## config.mk

```make
export PLATFORM = sky130hd
export DESIGN_NAME = blkgrp_refill
export DESIGN_NICKNAME = d
export VERILOG_FILES = /design/src/rtl/blkgrp_refill_pkg.sv /design/src/rtl/blkgrp_window.sv /design/src/rtl/blkgrp_fsm.sv /design/src/rtl/blkgrp_refill.sv
export SDC_FILE = /design/constraint.sdc
export NUM_CORES = 1
export LEC_CHECK = 0
export BUFFER_PORTS_ARGS = -buffer_cell sky130_fd_sc_hd__buf_2
export CAP_MARGIN = 20
export CORE_AREA = 2 2 259 261
export CTS_BUF_LIST = sky130_fd_sc_hd__clkbuf_16
export DETAILED_ROUTE_END_ITERATION = 10
export DIE_AREA = 0 0 261 263
export MAX_ROUTING_LAYER = met4
export PLACE_DENSITY = 0.57
export SLEW_MARGIN = 10
export SYNTH_ARGS = -nofsm -noshare
export SYNTH_HDL_FRONTEND = slang
export SYNTH_SLANG_ARGS = --single-unit
```

## constraint.sdc

```tcl
create_clock -name clk -period 4.1 [get_ports clk]
set_clock_uncertainty 0.15 [all_clocks]
set_input_delay 0.41 -clock clk [delete_from_list [all_inputs] [get_ports clk]]
set_output_delay 0.41 -clock clk [all_outputs]
set_load 0.02 [all_outputs]
```

## src/rtl/blkgrp_refill_pkg.sv

```systemverilog
package blkgrp_refill_pkg;

    typedef enum logic [2:0] {
        ST_IDLE  = 3'd0,
        ST_REQ   = 3'd1,
        ST_SLOT  = 3'd2,
        ST_EVICT = 3'd3,
        ST_FILL  = 3'd4,
        ST_DONE  = 3'd5
    } refill_state_t;

endpackage

```

## src/rtl/blkgrp_window.sv

```systemverilog
module blkgrp_window #(
    parameter int ADDR_W = 26,
    parameter int IDX_W  = 8,
    parameter int GSZ_W  = 2,
    parameter int CNT_W  = 4
) (
    input  logic                clk,
    input  logic                rst_n,
    input  logic                load,
    input  logic [ADDR_W-1:0]   miss_addr,
    input  logic [GSZ_W-1:0]    miss_gsz,
    input  logic                step,
    output logic [ADDR_W-1:0]   base_addr,
    output logic [CNT_W-1:0]    blk_cnt,
    output logic [GSZ_W-1:0]    gsz_q,
    output logic [IDX_W-1:0]    cur_idx,
    output logic [ADDR_W-IDX_W-1:0] cur_tag,
    output logic                last
);
    localparam int TAG_W = ADDR_W - IDX_W;

    logic [ADDR_W-1:0] base_q;
    logic [GSZ_W-1:0]  gsz_r;
    logic [CNT_W-1:0]  off_q;
    logic [CNT_W-1:0]  in_cnt;
    logic [ADDR_W-1:0] align_mask;
    logic [ADDR_W-1:0] cur_addr;

    assign in_cnt     = CNT_W'(1) << miss_gsz;
    assign align_mask = ~(ADDR_W'(in_cnt) - ADDR_W'(1));

    always_ff @(posedge clk) begin
        if (!rst_n) begin
            base_q <= '0;
            gsz_r  <= '0;
            off_q  <= '0;
        end else if (load) begin
            base_q <= miss_addr & align_mask;
            gsz_r  <= miss_gsz;
            off_q  <= '0;
        end else if (step) begin
            off_q  <= off_q + CNT_W'(1);
        end
    end

    assign base_addr = base_q;
    assign gsz_q     = gsz_r;
    assign blk_cnt   = CNT_W'(1) << gsz_r;
    assign cur_addr  = base_q + ADDR_W'(off_q);
    assign cur_idx   = cur_addr[IDX_W-1:0];
    assign cur_tag   = cur_addr[ADDR_W-1:IDX_W];
    assign last      = (off_q == blk_cnt - CNT_W'(1));

    if (TAG_W < 1) begin : g_bad_width
        initial $error("address must be wider than the set index");
    end
endmodule

```

## src/rtl/blkgrp_fsm.sv

```systemverilog
module blkgrp_fsm
    import blkgrp_refill_pkg::*;
#(
    parameter int DATA_W = 256
) (
    input  logic              clk,
    input  logic              rst_n,
    input  logic              miss_valid,
    input  logic              req_ready,
    input  logic              rd_valid,
    input  logic [DATA_W-1:0] rd_data,
    input  logic              lk_hit,
    input  logic              lk_dirty_victim,
    input  logic              wb_ack,
    input  logic              last,
    output logic              load,
    output logic              step,
    output logic              miss_ready,
    output logic              req_valid,
    output logic              rd_ready,
    output logic              we,
    output logic [DATA_W-1:0] wdata,
    output logic              wb_req,
    output logic              done
);
    refill_state_t state_q, state_d;
    logic [DATA_W-1:0] hold_q;
    logic take_beat;

    assign take_beat = (state_q == ST_SLOT) && rd_valid;

    always_ff @(posedge clk) begin
        if (!rst_n) state_q <= ST_IDLE;
        else        state_q <= state_d;
    end

    always_ff @(posedge clk) begin
        if (!rst_n)                                  hold_q <= '0;
        else if (take_beat && !lk_hit && lk_dirty_victim) hold_q <= rd_data;
    end

    always_comb begin
        state_d = state_q;
        unique case (state_q)
            ST_IDLE:  if (miss_valid) state_d = ST_REQ;
            ST_REQ:   if (req_ready)  state_d = ST_SLOT;
            ST_SLOT: begin
                if (rd_valid) begin
                    if (!lk_hit && lk_dirty_victim) state_d = ST_EVICT;
                    else if (last)                  state_d = ST_DONE;
                end
            end
            ST_EVICT: if (wb_ack) state_d = ST_FILL;
            ST_FILL:  state_d = last ? ST_DONE : ST_SLOT;
            ST_DONE:  state_d = ST_IDLE;
            default:  state_d = ST_IDLE;
        endcase
    end

    always_comb begin
        load       = 1'b0;
        step       = 1'b0;
        miss_ready = 1'b0;
        req_valid  = 1'b0;
        rd_ready   = 1'b0;
        we         = 1'b0;
        wdata      = rd_data;
        wb_req     = 1'b0;
        done       = 1'b0;
        unique case (state_q)
            ST_IDLE: begin
                miss_ready = 1'b1;
                load       = miss_valid;
            end
            ST_REQ:   req_valid = 1'b1;
            ST_SLOT: begin
                rd_ready = 1'b1;
                if (rd_valid) begin
                    if (lk_hit) begin
                        step = 1'b1;
                    end else if (!lk_dirty_victim) begin
                        step = 1'b1;
                        we   = 1'b1;
                    end
                end
            end
            ST_EVICT: wb_req = 1'b1;
            ST_FILL: begin
                we    = 1'b1;
                wdata = hold_q;
                step  = 1'b1;
            end
            ST_DONE:  done = 1'b1;
            default: ;
        endcase
    end
endmodule

```

## src/rtl/blkgrp_refill.sv

```systemverilog
module blkgrp_refill #(
    parameter int ADDR_W      = 26,
    parameter int SET_COUNT   = 256,
    parameter int BLOCK_BYTES = 32,
    parameter int GSZ_W       = 2,
    localparam int DATA_W     = BLOCK_BYTES * 8,
    localparam int IDX_W      = $clog2(SET_COUNT),
    localparam int TAG_W      = ADDR_W - IDX_W,
    localparam int MAX_GROUP  = 1 << ((1 << GSZ_W) - 1),
    localparam int CNT_W      = $clog2(MAX_GROUP) + 1
) (
    input  logic              clk,
    input  logic              rst_n,
    input  logic              miss_valid,
    output logic              miss_ready,
    input  logic [ADDR_W-1:0] miss_addr,
    input  logic [GSZ_W-1:0]  miss_gsz,
    output logic              req_valid,
    input  logic              req_ready,
    output logic [ADDR_W-1:0] req_addr,
    output logic [CNT_W-1:0]  req_cnt,
    input  logic              rd_valid,
    output logic              rd_ready,
    input  logic [DATA_W-1:0] rd_data,
    output logic [IDX_W-1:0]  arr_lk_idx,
    input  logic              arr_lk_valid,
    input  logic              arr_lk_dirty,
    input  logic [TAG_W-1:0]  arr_lk_tag,
    output logic              arr_we,
    output logic [IDX_W-1:0]  arr_idx,
    output logic [TAG_W-1:0]  arr_tag,
    output logic [GSZ_W-1:0]  arr_gsz,
    output logic [DATA_W-1:0] arr_data,
    output logic              wb_req,
    input  logic              wb_ack,
    output logic [IDX_W-1:0]  wb_idx,
    output logic [TAG_W-1:0]  wb_tag,
    output logic              done
);
    logic             load, step, last;
    logic [IDX_W-1:0] cur_idx;
    logic [TAG_W-1:0] cur_tag;
    logic [GSZ_W-1:0] gsz_q;
    logic             lk_hit, lk_dirty_victim;

    blkgrp_window #(
        .ADDR_W(ADDR_W), .IDX_W(IDX_W), .GSZ_W(GSZ_W), .CNT_W(CNT_W)
    ) u_window (
        .clk(clk), .rst_n(rst_n), .load(load),
        .miss_addr(miss_addr), .miss_gsz(miss_gsz), .step(step),
        .base_addr(req_addr), .blk_cnt(req_cnt), .gsz_q(gsz_q),
        .cur_idx(cur_idx), .cur_tag(cur_tag), .last(last)
    );

    assign lk_hit          = arr_lk_valid && (arr_lk_tag == cur_tag);
    assign lk_dirty_victim = arr_lk_valid && arr_lk_dirty && !lk_hit;

    blkgrp_fsm #(.DATA_W(DATA_W)) u_fsm (
        .clk(clk), .rst_n(rst_n), .miss_valid(miss_valid),
        .req_ready(req_ready), .rd_valid(rd_valid), .rd_data(rd_data),
        .lk_hit(lk_hit), .lk_dirty_victim(lk_dirty_victim),
        .wb_ack(wb_ack), .last(last), .load(load), .step(step),
        .miss_ready(miss_ready), .req_valid(req_valid), .rd_ready(rd_ready),
        .we(arr_we), .wdata(arr_data), .wb_req(wb_req), .done(done)
    );

    assign arr_lk_idx = cur_idx;
    assign arr_idx    = cur_idx;
    assign arr_tag    = cur_tag;
    assign arr_gsz    = gsz_q;
    assign wb_idx     = cur_idx;
    assign wb_tag     = arr_lk_tag;
endmodule

```

# == Word level (Yosys, flattened, before mapping) ==
# Cells that the tools add are included.
# classes
addsub,4
multipliers,0
n_div,0
order_cmp,0
eq_ne,12
shift,2
mux,22
bitwise_logic,3
reduce_logical,11
# op_table
cell,count
256-bit two-way mux,1
26-bit by 4-bit adder with 26-bit output,1
26-bit bitwise AND,1
26-bit inverter,1
3-bit two-way mux,7
18-bit == test,1
3-bit case mux with 5 select lines,1
1-bit two-way mux,11
2-bit inequality test (second input constant),4
1-bit by 2-bit left shift with 4-bit output (first input constant),2
1-bit logical AND,7
3-bit by 2-bit == test with 1-bit output (second input constant),2
3-bit == test (second input constant),2
5-bit AND reduction,1
4-bit by 1-bit subtractor with 5-bit output (second input constant),1
4-bit by 1-bit adder with 4-bit output (second input constant),1
4-bit == test,1
1-bit case mux with 2 select lines,2
4-bit by 1-bit subtractor with 4-bit output (second input constant),1
3-bit by 1-bit == test with 1-bit output (second input constant),1
3-bit logical NOT,1
3-bit by 2-bit inequality test with 1-bit output (second input constant),1
2-bit OR reduction,1
1-bit logical NOT,1
1-bit inverter,1
# word_totals
register_bits,291
latchBits,0
ram_bits,0
romBits,0
in_bits,310
output_inout_bits,354
elab_cells,59
memories,0

# == Logic depth before layout (Yosys ltp) ==
# Gate-level depths: netlist of run 1.
# logic_depth
depth_word,9
mapped_depth,14
depth_no_buf,12

# == Hierarchy ==
# A second synthesis of run 1 with hierarchy kept.
# unflattened
cells_unflattened,1701
area_unflattened_um2,15941.5
# by_module_without_submodules
module,n_inst,cells_each,area_per_inst_um2,seq_area_each_um2
blkgrp_fsm,1,1433,13583.0,5185.0
blkgrp_window,1,206,1891.8,640.6
blkgrp_refill,1,62,466.7,0.0

# == Worst setup path after synthesis of run 1 ==
# Ideal clock, no wire load.
# synth_path
path_kind,register to register
from,register u_window.base_q[0] (netlist: u_window.base_addr[0])
to,register u_fsm.hold_q[120]
setup_ps,120
arrival_ps,3439
required_ps,3830
path_slack_ps,391
path_stages_with_launch,15
path_buffers,2
period_less_slack_ps,3709
path_cell_list,dfxtp_1 > ha_1 > inv_1 > fa_1 > nand2b_1 > a211oi_4 > nand4_2 > mux2_4 > nor4_1 > nand4_1 > o311ai_2 > nor2_2 > buf_6 > buf_6 > mux2i_1
# synth_between
elab_chain_len,6
elab_cells_between_ends,7
cone_classes,add/sub (1); eq/ne (1); reduce/logical (5)
# synth_lines
element,line_no,source
start: declaration,blkgrp_window.sv:22,logic [ADDR_W-1:0] base_q;
start signal: assignment,blkgrp_window.sv:38,base_q <= miss_addr & align_mask;
26-bit by 4-bit adder with 26-bit output *,blkgrp_window.sv:49,assign cur_addr = base_q + ADDR_W'(off_q);
18-bit == test *,blkgrp_refill.sv:55,assign lk_hit = arr_lk_valid && (arr_lk_tag == cur_tag);
1-bit logical AND *,blkgrp_refill.sv:55,
1-bit logical NOT *,"blkgrp_fsm.sv:39, blkgrp_refill.sv:56",
1-bit logical AND (on tied branches),"blkgrp_fsm.sv:39, blkgrp_refill.sv:56",
1-bit logical AND *,blkgrp_fsm.sv:39,else if (take_beat && !lk_hit && lk_dirty_victim) hold_q <= rd_data;
end signal: assignment,blkgrp_fsm.sv:39,
end: declaration,blkgrp_fsm.sv:27,logic [DATA_W-1:0] hold_q;
# Every way passes the cells marked *; elsewhere a longest branch is shown, timed or not.
# A chain may end at the register's enable or synchronous reset.

# == Final worst setup path of run 1 ==
# layout_path
from,register u_window.base_q[2] (netlist: u_window.base_addr[2])
to,output port arr_we
# layout_between
elab_chain_len,9
# layout_lines
element,line_no,source
26-bit by 4-bit adder with 26-bit output *,blkgrp_window.sv:49,
18-bit == test *,blkgrp_refill.sv:55,
1-bit logical AND *,blkgrp_refill.sv:55,
1-bit logical NOT,blkgrp_refill.sv:56,assign lk_dirty_victim = arr_lk_valid && arr_lk_dirty && !lk_hit;
1-bit logical AND,blkgrp_refill.sv:56,
1-bit two-way mux,blkgrp_fsm.sv:81,end else if (!lk_dirty_victim) begin
1-bit two-way mux *,blkgrp_fsm.sv:79,if (lk_hit) begin
1-bit two-way mux *,blkgrp_fsm.sv:78,if (rd_valid) begin
1-bit case mux with 2 select lines *,blkgrp_fsm.sv:70,unique case (state_q)
end: declaration,blkgrp_refill.sv:29,"output logic arr_we,"
# Marked as above.

==> flow_summary.ini, run 1 <==
[setup_path]
worstPathMaxFanout = 8
cp_common_cell = buf_4
startpoint_type = flop
arrival_ns = 3.38
critical-path-slowest-cell = ha_2
crit_chain = ha_2 > nand3_1 > o22a_2 > buf_4 > nor4_1 > buf_4 > nor2_1 > nor4bb_2 > nand4_1 > nor2_2 > o21ai_2 > buf_6
critPathCaptureType = primary output
r2r-start = u_window.base_addr[2]$_SDFFE_PN0P_
worst-r2r-setup-slack_ns = 0.19
cpPeakStageDelay_ns = 0.38
crit_required_ns = 3.54
crit_type = flop to primary output
crit_start = u_window.base_addr[2]$_SDFFE_PN0P_

[routing]
drtIter0Drc = 1319
drtAntennaViolNets = 0
drt_first_pass_iters = 6
drt_wl_total_mm = 62.4
wl_per_cell_um = 15.0
vias = 18700
drc = 0
vias_per_cell = 4.50

[placement]
placed_cell_area_um2 = 20700
gp_congestion = 0.933
hpwlAfterDp_mm = 43.3
port_buffers = 663

[logic_synthesis]
synthMuxAreaShare_pct = 15.6
ys_dominant_reg_cell = dfxtp_1
avgSynthCellArea_um2 = 6.95
synth_fa_ha_area_share_pct = 0.571
synth_seq_cells = 291
ys_top_cells_by_area = dfxtp_1 35%, nand2_1 30%, mux2i_1 16%, clkbuf_1 2.7%, buf_6 1.8%
yosysSeqAreaShare_pct = 35.0
synth_top_area_share_pct = 35.0
yosys_warnings = 0
netlist_area_um2 = 16600
synth_xor_area_share_pct = 2.10
synth_compound_area_share_pct = 4.74
synthCells = 2393
yosys.area_share.simple_pct = 35.1
synth_top_family_by_area = simple AND/OR/NAND/NOR gates
synth_top_area_cell = dfxtp_1
synth-edff-count = 0
synth_async_sr_flop_share_pct = 0
synth_nets = 2710
synth.distinct_cells = 68

[finish]
finalInstanceArea_um2 = 24900
nNetsFinal = 3586
diodes = 0
syn2layout_area_growth_pct = 49.4
final_layout_size_suffix_gt1_share_pct = 25.4

[status]
status = finished, final reports clean

[timing]
drv_slew = 0
relSlewSlack_pct = 41.4
period_share_pct = 96.0
tightest_slew_ns = 0.877
setup_viol = 0
period_needed_ns = 3.94
finalHoldViolCount = 0
timing.fmax_mhz = 254

[global_route]
grt_usage_pct = 17.7
antenna_found_initial = 0
grt_max_degree = 180
grt_overflow = 0
grt_pass1_wl_mm = 96.2
grt_pass1_vias = 17900

[clock_tree]
clk_latency_ns = 0.55
cts_buffers = 38
clockRootBuffer = clkbuf_16
htree_levels = 2
clk_pin_slew_ns = 0.05
cts_tree = built
cts.sinks = 291
clockBufferDepth = 3

[worst_hold_path]
min_from = req_ready
min_path_type = input port to flop

[job]
maxCapViolCount = 0

[power_and_ir_drop]
p_per_area_nw_per_um2 = 344
p_leak_nw = 11.5
p_total_mw = 8.56
ir_worst_vdd_mv = 0.268

[die]
die_y_um = 263
core_area_um2 = 65600
pin_count = 664
core.rowCount = 94
die_x_um = 261
die_area_um2 = 68600
start_util_pct = 25.4
## timing repair
item | in CTS | in global routing
endpoints found under the hold margin | 284 | 0
gates resized for setup | 11 | 15
hold buffers | 284 | 0
buffers inserted | 3 | 2
pin swaps | 3 | 6
setup endpoints to repair | 39 | 44
## area by class of cell
type | instances | area [um^2]
flip-flops and latches | 291 | 5830
fillers | 6809 | 40800
multi-input cells | 1886 | 9790
repair buffers | 1036 | 6990
well taps | 864 | 1080
clock inverters | 27 | 151
clock buffers | 39 | 976
inverters | 16 | 60.1
## where the power goes
group          switching (mW)  internal [mW]
Clock                    1.34           1.73
Combinational            1.52          0.936
Sequential              0.103           2.93
Total                    2.96           5.60
## worst paths after layout
kind                            depth (start not counted)                              to
worst max-delay path                                   12                          arr_we
worst min-delay path                                    3   u_fsm.state_q[0]$_SDFFE_PN0P_
worst min register to register                          2  u_fsm.hold_q[137]$_SDFFE_PN0P_
worst max register to register                         12   u_fsm.hold_q[54]$_SDFFE_PN0P_
## per-stage QoR
stage | worst slack (ns) | util, % | TNS (ns) | hold slack (ns) | instances
2_1_floorplan | 0.391 | - | 0 | 0.285 | 2393
3_3_place_gp | 0.0662 | 31.6 | 0 | 0.293 | 3804
3_5_place_dp | -0.00238 | 31.6 | -0.00312 | 0.296 | 3804
4_1_cts | 0.0141 | 37.8 | 0 | 0.108 | 4157
5_1_grt | -0.0153 | 37.9 | -0.0215 | 0.141 | 4159
6_report | 0.165 | 37.9 | 0 | 0.147 | 4159
## cell usage after synthesis (6+ instances only)
master       n
nand2_1   1329
o21ai_0     21
nor3_1      14
nand3_1     22
a22o_1      18
inv_1       16
and2_1      11
nand4_1     13
nor2_1      31
xnor2_1     21
a21oi_1     17
buf_4       34
a211oi_1     7
mux2i_1    258
buf_2        7
a21boi_0     6
buf_6       27
clkbuf_1   120
ha_1         6
buf_1       12
nor2b_1      9
xor2_1      11
nor4_1       8
nand2b_1     9
dfxtp_1    291
## worst max-delay path, delay by kind of cell, from the launching register on
family,cells,cell delay (ns)
compound gates,2,0.36
fa+ha+maj,1,0.38
buf+inv,3,0.53
simple gates,6,1.20
flops,1,0.33
## registers in the layout, summed over array words and instances (netlist names)
name / cells
u_fsm.hold_q: 256
u_window.base_addr: 26
u_window.off_q: 4
u_fsm.state_q: 3
u_window.gsz_q: 2
## cells in the final DEF, fill, tap and decap left out, types with 5 or more instances in the layout
| cell type | Yosys | routed |
|---|---|---|
| dfxtp_1 | 291 | 290 |
| nor3_1 | 14 | 14 |
| buf_2 | 7 | 661 |
| nor2b_1 | 9 | 8 |
| nor2_1 | 31 | 30 |
| a21oi_1 | 17 | 17 |
| inv_1 | 16 | 26 |
| mux2i_1 | 258 | 258 |
| dlygate4sd3_1 | 0 | 284 |
| nand2b_1 | 9 | 7 |
| clkbuf_16 | 0 | 39 |
| a22o_1 | 18 | 18 |
| nand2_1 | 1329 | 1329 |
| a21o_1 | 5 | 5 |
| nor4_1 | 8 | 6 |
| buf_12 | 0 | 11 |
| and2_1 | 11 | 11 |
| xnor2_1 | 21 | 21 |
| xor2_1 | 11 | 11 |
| buf_4 | 34 | 77 |
| a211oi_1 | 7 | 7 |
| a21boi_0 | 6 | 6 |
| nand3_1 | 22 | 21 |
| clkinv_2 | 0 | 8 |
| o21ai_0 | 21 | 20 |
| or3_1 | 5 | 5 |
| nand4_1 | 13 | 13 |
## per-layer routing
metal / global-route usage (%) / wire (um) / vias to the layer above
li1: - / - / 9374
met1: 21.1 / 26300 / 8485
met2: 29.9 / 30100 / 696
met3: 2.70 / 3690 / 154
met4: 6.66 / 2320 / 0
met5: - / 0 / -
## kinds of logic (layout without fill, tap and decap cells)
group	Yosys count	in the layout
AOI/OAI and AO/OA	109	109
xor gates and xnor gates	35	35
adders and majority gates	7	7
buffers and inverters	216	1118
DFF	291	291
muxes	259	259
and+or+nand+nor	1476	1476
No activity file was read; power rests on OpenSTA's default activity.
==> run 2: changes to the inputs <==
--- a/config.mk
+++ b/config.mk
@@ -7,13 +7,14 @@
 export LEC_CHECK = 0
 export BUFFER_PORTS_ARGS = -buffer_cell sky130_fd_sc_hd__buf_2
 export CAP_MARGIN = 20
-export CORE_AREA = 2 2 259 261
+export CORE_AREA = 2 2 261 263
 export CTS_BUF_LIST = sky130_fd_sc_hd__clkbuf_16
 export DETAILED_ROUTE_END_ITERATION = 10
-export DIE_AREA = 0 0 261 263
+export DIE_AREA = 0 0 263 265
 export MAX_ROUTING_LAYER = met4
-export PLACE_DENSITY = 0.57
+export PLACE_DENSITY = 0.56
 export SLEW_MARGIN = 10
 export SYNTH_ARGS = -nofsm -noshare
 export SYNTH_HDL_FRONTEND = slang
+export SYNTH_HIERARCHICAL = 1
 export SYNTH_SLANG_ARGS = --single-unit
==> flow_summary.ini, run 2 <==
[logic_synthesis]
yosysSeqAreaShare_pct = 36.5
synth_compound_area_share_pct = 13.5
ys_dominant_reg_cell = dfxtp_1
synth_commonest_cells = 525 x nand2_1, 291 x dfxtp_1, 198 x mux2_4
post-synth-top-count-cell = nand2_1
yosys.area_share.simple_pct = 16.0
ys_top_cells_by_area = dfxtp_1 37%, mux2_4 19%, nand2_1 12%, a21boi_1 7.6%, a21boi_0 4.6%
synth-edff-count = 0
synth_top_family_by_area = multiplexers
synthMuxAreaShare_pct = 24.4
yosys_warnings = 6
synth_top_area_share_pct = 36.5
synth_xor_area_share_pct = 2.47
synth.distinct_cells = 47
avgSynthCellArea_um2 = 9.37
synth_fa_ha_area_share_pct = 0.518
netlist_area_um2 = 15900
synth_async_sr_flop_share_pct = 0
synth_seq_cells = 291
synthCells = 1701
synth_top_area_cell = dfxtp_1
synth_nets = 2017

[finish]
final_layout_size_suffix_gt1_share_pct = 40.9
final_cell_mix = 661 x buf_2, 525 x nand2_1, 289 x dfxtp_1
syn2layout_area_growth_pct = 52.6
largest_reg_flops = 256
nNetsFinal = 2910
finalInstanceArea_um2 = 24300
final_common_cell = buf_2
regMostFlops = u_fsm/hold_q
fillCellCount = 6791

[setup_path]
arrival_ns = 3.40
worstPathMaxFanout = 5
crit_required_ns = 3.54
crit_type = flop to primary output
startpoint_type = flop
crit_start = u_window/off_q[0]$_SDFFE_PP0P_
critPathCaptureType = primary output
crit_end = arr_we
r2r-start = u_window/off_q[0]$_SDFFE_PP0P_
r2r_end = u_window/off_q[3]$_SDFFE_PP0P_
worst-r2r-setup-slack_ns = 0.26
ff2ff_path_depth = 17

[power_and_ir_drop]
p_total_mw = 8.26
p_leak_nw = 10.9
ir_worst_vdd_mv = 0.292
p_per_area_nw_per_um2 = 339

[die]
core_area_um2 = 66800
die_y_um = 265
die_x_um = 263
core.rowCount = 95
pin_count = 664
die_area_um2 = 69700
start_util_pct = 23.9

[global_route]
grt_pass1_vias = 15000
grt_max_degree = 119
grt_use_met3_pct = 3.27
grt_use_met1_pct = 17.4
grt_usage_pct = 14.9
use_met2_pct = 25.2
grt_overflow = 0
grt_pass1_wl_mm = 82.2
antenna_found_initial = 4
grt.busiest_layer = met2

[timing]
relSlewSlack_pct = 37.5
finalHoldViolCount = 0
tightest_slew_ns = 0.937
drv_slew = 0
setup_viol = 0
rsz0062_at_grt = true
period_needed_ns = 3.96
timing.fmax_mhz = 252
period_share_pct = 96.6

[clock_tree]
clockRootBuffer = clkbuf_16
cts_buffers = 37
htree_levels = 2
clk_latency_ns = 0.54
clockBufferDepth = 3
cts_tree = built
clk_pin_slew_ns = 0.06
cts.sinks = 291

[placement]
port_buffers = 663
placed_cell_area_um2 = 20100
gp_congestion = 0.823
hpwlAfterDp_mm = 38.0

[job]
maxCapViolCount = 0

[worst_hold_path]
whs_path_depth = 3
min_path_type = input port to flop

[routing]
drt_first_pass_iters = 7
drtAntennaViolNets = 0
drtIter0Drc = 691
drt_wl_total_mm = 53.7
wl_per_cell_um = 15.3
drc = 0
vias = 14900
vias_per_cell = 4.27

[status]
status = finished, final reports clean
run 2: cell types whose count changed after synthesis, sizes merged, moves of 14 or more:
cell / change
nand2: -804
mux2: +255
a21boi: +252
mux2i: -231
clkbuf: -70
buf: +32
nor2b: +22
nor2: -20
xnor2: +19
a22o: -18
nand3: -16
o21ai: -16
a21oi: -14
run 2: area by class of cell:
type | instances | area, um^2 | share of cell area [%]
Tap cell | 873 | 1090 | 4.49
Inverter | 7 | 26.3 | 0.108
Sequential cell | 291 | 5830 | 24.0
Antenna cell | 4 | 10.0 | 0.0411
Clock inverter | 26 | 221 | 0.910
Multi-Input combinational cell | 1241 | 9240 | 38.0
Clock buffer | 39 | 976 | 4.01
Timing Repair Buffer | 1016 | 6940 | 28.5
run 2: cells by family after synthesis:
kind of cell,after synthesis
AND/OR/NAND/NOR,618
flip-flops,291
AO/OA/AOI/OAI,289
multiplexers,283
buffers and inverters,169
XOR/XNOR,45
adder cells (fa/ha/maj),6
run 2: report_power, final:
part           switching [mW]  internal (mW)  leakage (nW)
Sequential             0.0701           2.90          2.35
Clock                    1.29           1.96         0.619
Combinational            1.06          0.985          7.96
Total                    2.41           5.85          10.9
run 2: what timing repair did:
| item | CTS | global route |
|---|---|---|
| pin swaps | 3 | 23 |
| hold buffers | 280 | 0 |
| hold endpoints to repair | 280 | 0 |
| endpoints found under the setup margin | 232 | 253 |
| setup buffers | 1 | 8 |
| gates resized for setup | 8 | 25 |
run 2: through the flow:
step / hold slack (ns) / setup slack, ns / std cells / TNS (ns) / utilization, %
6_report: 0.0343 / 0.139 / 3497 / 0 / 36.4
5_1_grt: 0.0493 / -0.0596 / 3496 / -0.0961 / 36.4
4_1_cts: 0.00127 / -0.0159 / 3485 / -0.0159 / 36.1
3_5_place_dp: 0.295 / -0.188 / 3139 / -25.58 / 30.1
3_3_place_gp: 0.291 / -0.113 / 3139 / -10.95 / 30.1
2_1_floorplan: 0.283 / 0.152 / 1701 / 0 / -
run 2: routing by layer:
layer | vias up | wire (um)
li1 | 7453 | -
met5 | - | 0
met4 | 0 | 1620
met2 | 477 | 25800
met3 | 94 | 3230
met1 | 6923 | 23000
run 2: worst max-delay path: stages (launching register included):
cell	delay, ns
dfxtp_4	0.36
ha_4	0.13
inv_2	0.04
fa_2	0.40
nor2b_1	0.14
o21a_2	0.20
buf_6	0.12
o211ai_1	0.13
xnor2_2	0.25
xnor2_1	0.15
nand4_1	0.17
nor2_2	0.20
a31oi_4	0.12
o31ai_2	0.26
buf_4	0.18
run 2: worst min-delay path by stage:
stage                                   start                             end  slack [ns]
4_1_cts                           rd_data[14]   u_fsm/hold_q[14]$_SDFFE_PN0P_       0.001
6_report                          rd_data[14]   u_fsm/hold_q[14]$_SDFFE_PN0P_        0.03
3_3_place_gp    u_fsm/hold_q[85]$_SDFFE_PN0P_   u_fsm/hold_q[85]$_SDFFE_PN0P_        0.29
3_5_place_dp   u_fsm/hold_q[136]$_SDFFE_PN0P_  u_fsm/hold_q[136]$_SDFFE_PN0P_        0.29
2_1_floorplan   u_fsm/hold_q[21]$_SDFFE_PN0P_   u_fsm/hold_q[21]$_SDFFE_PN0P_        0.28
5_1_grt                           rd_data[14]   u_fsm/hold_q[14]$_SDFFE_PN0P_        0.05
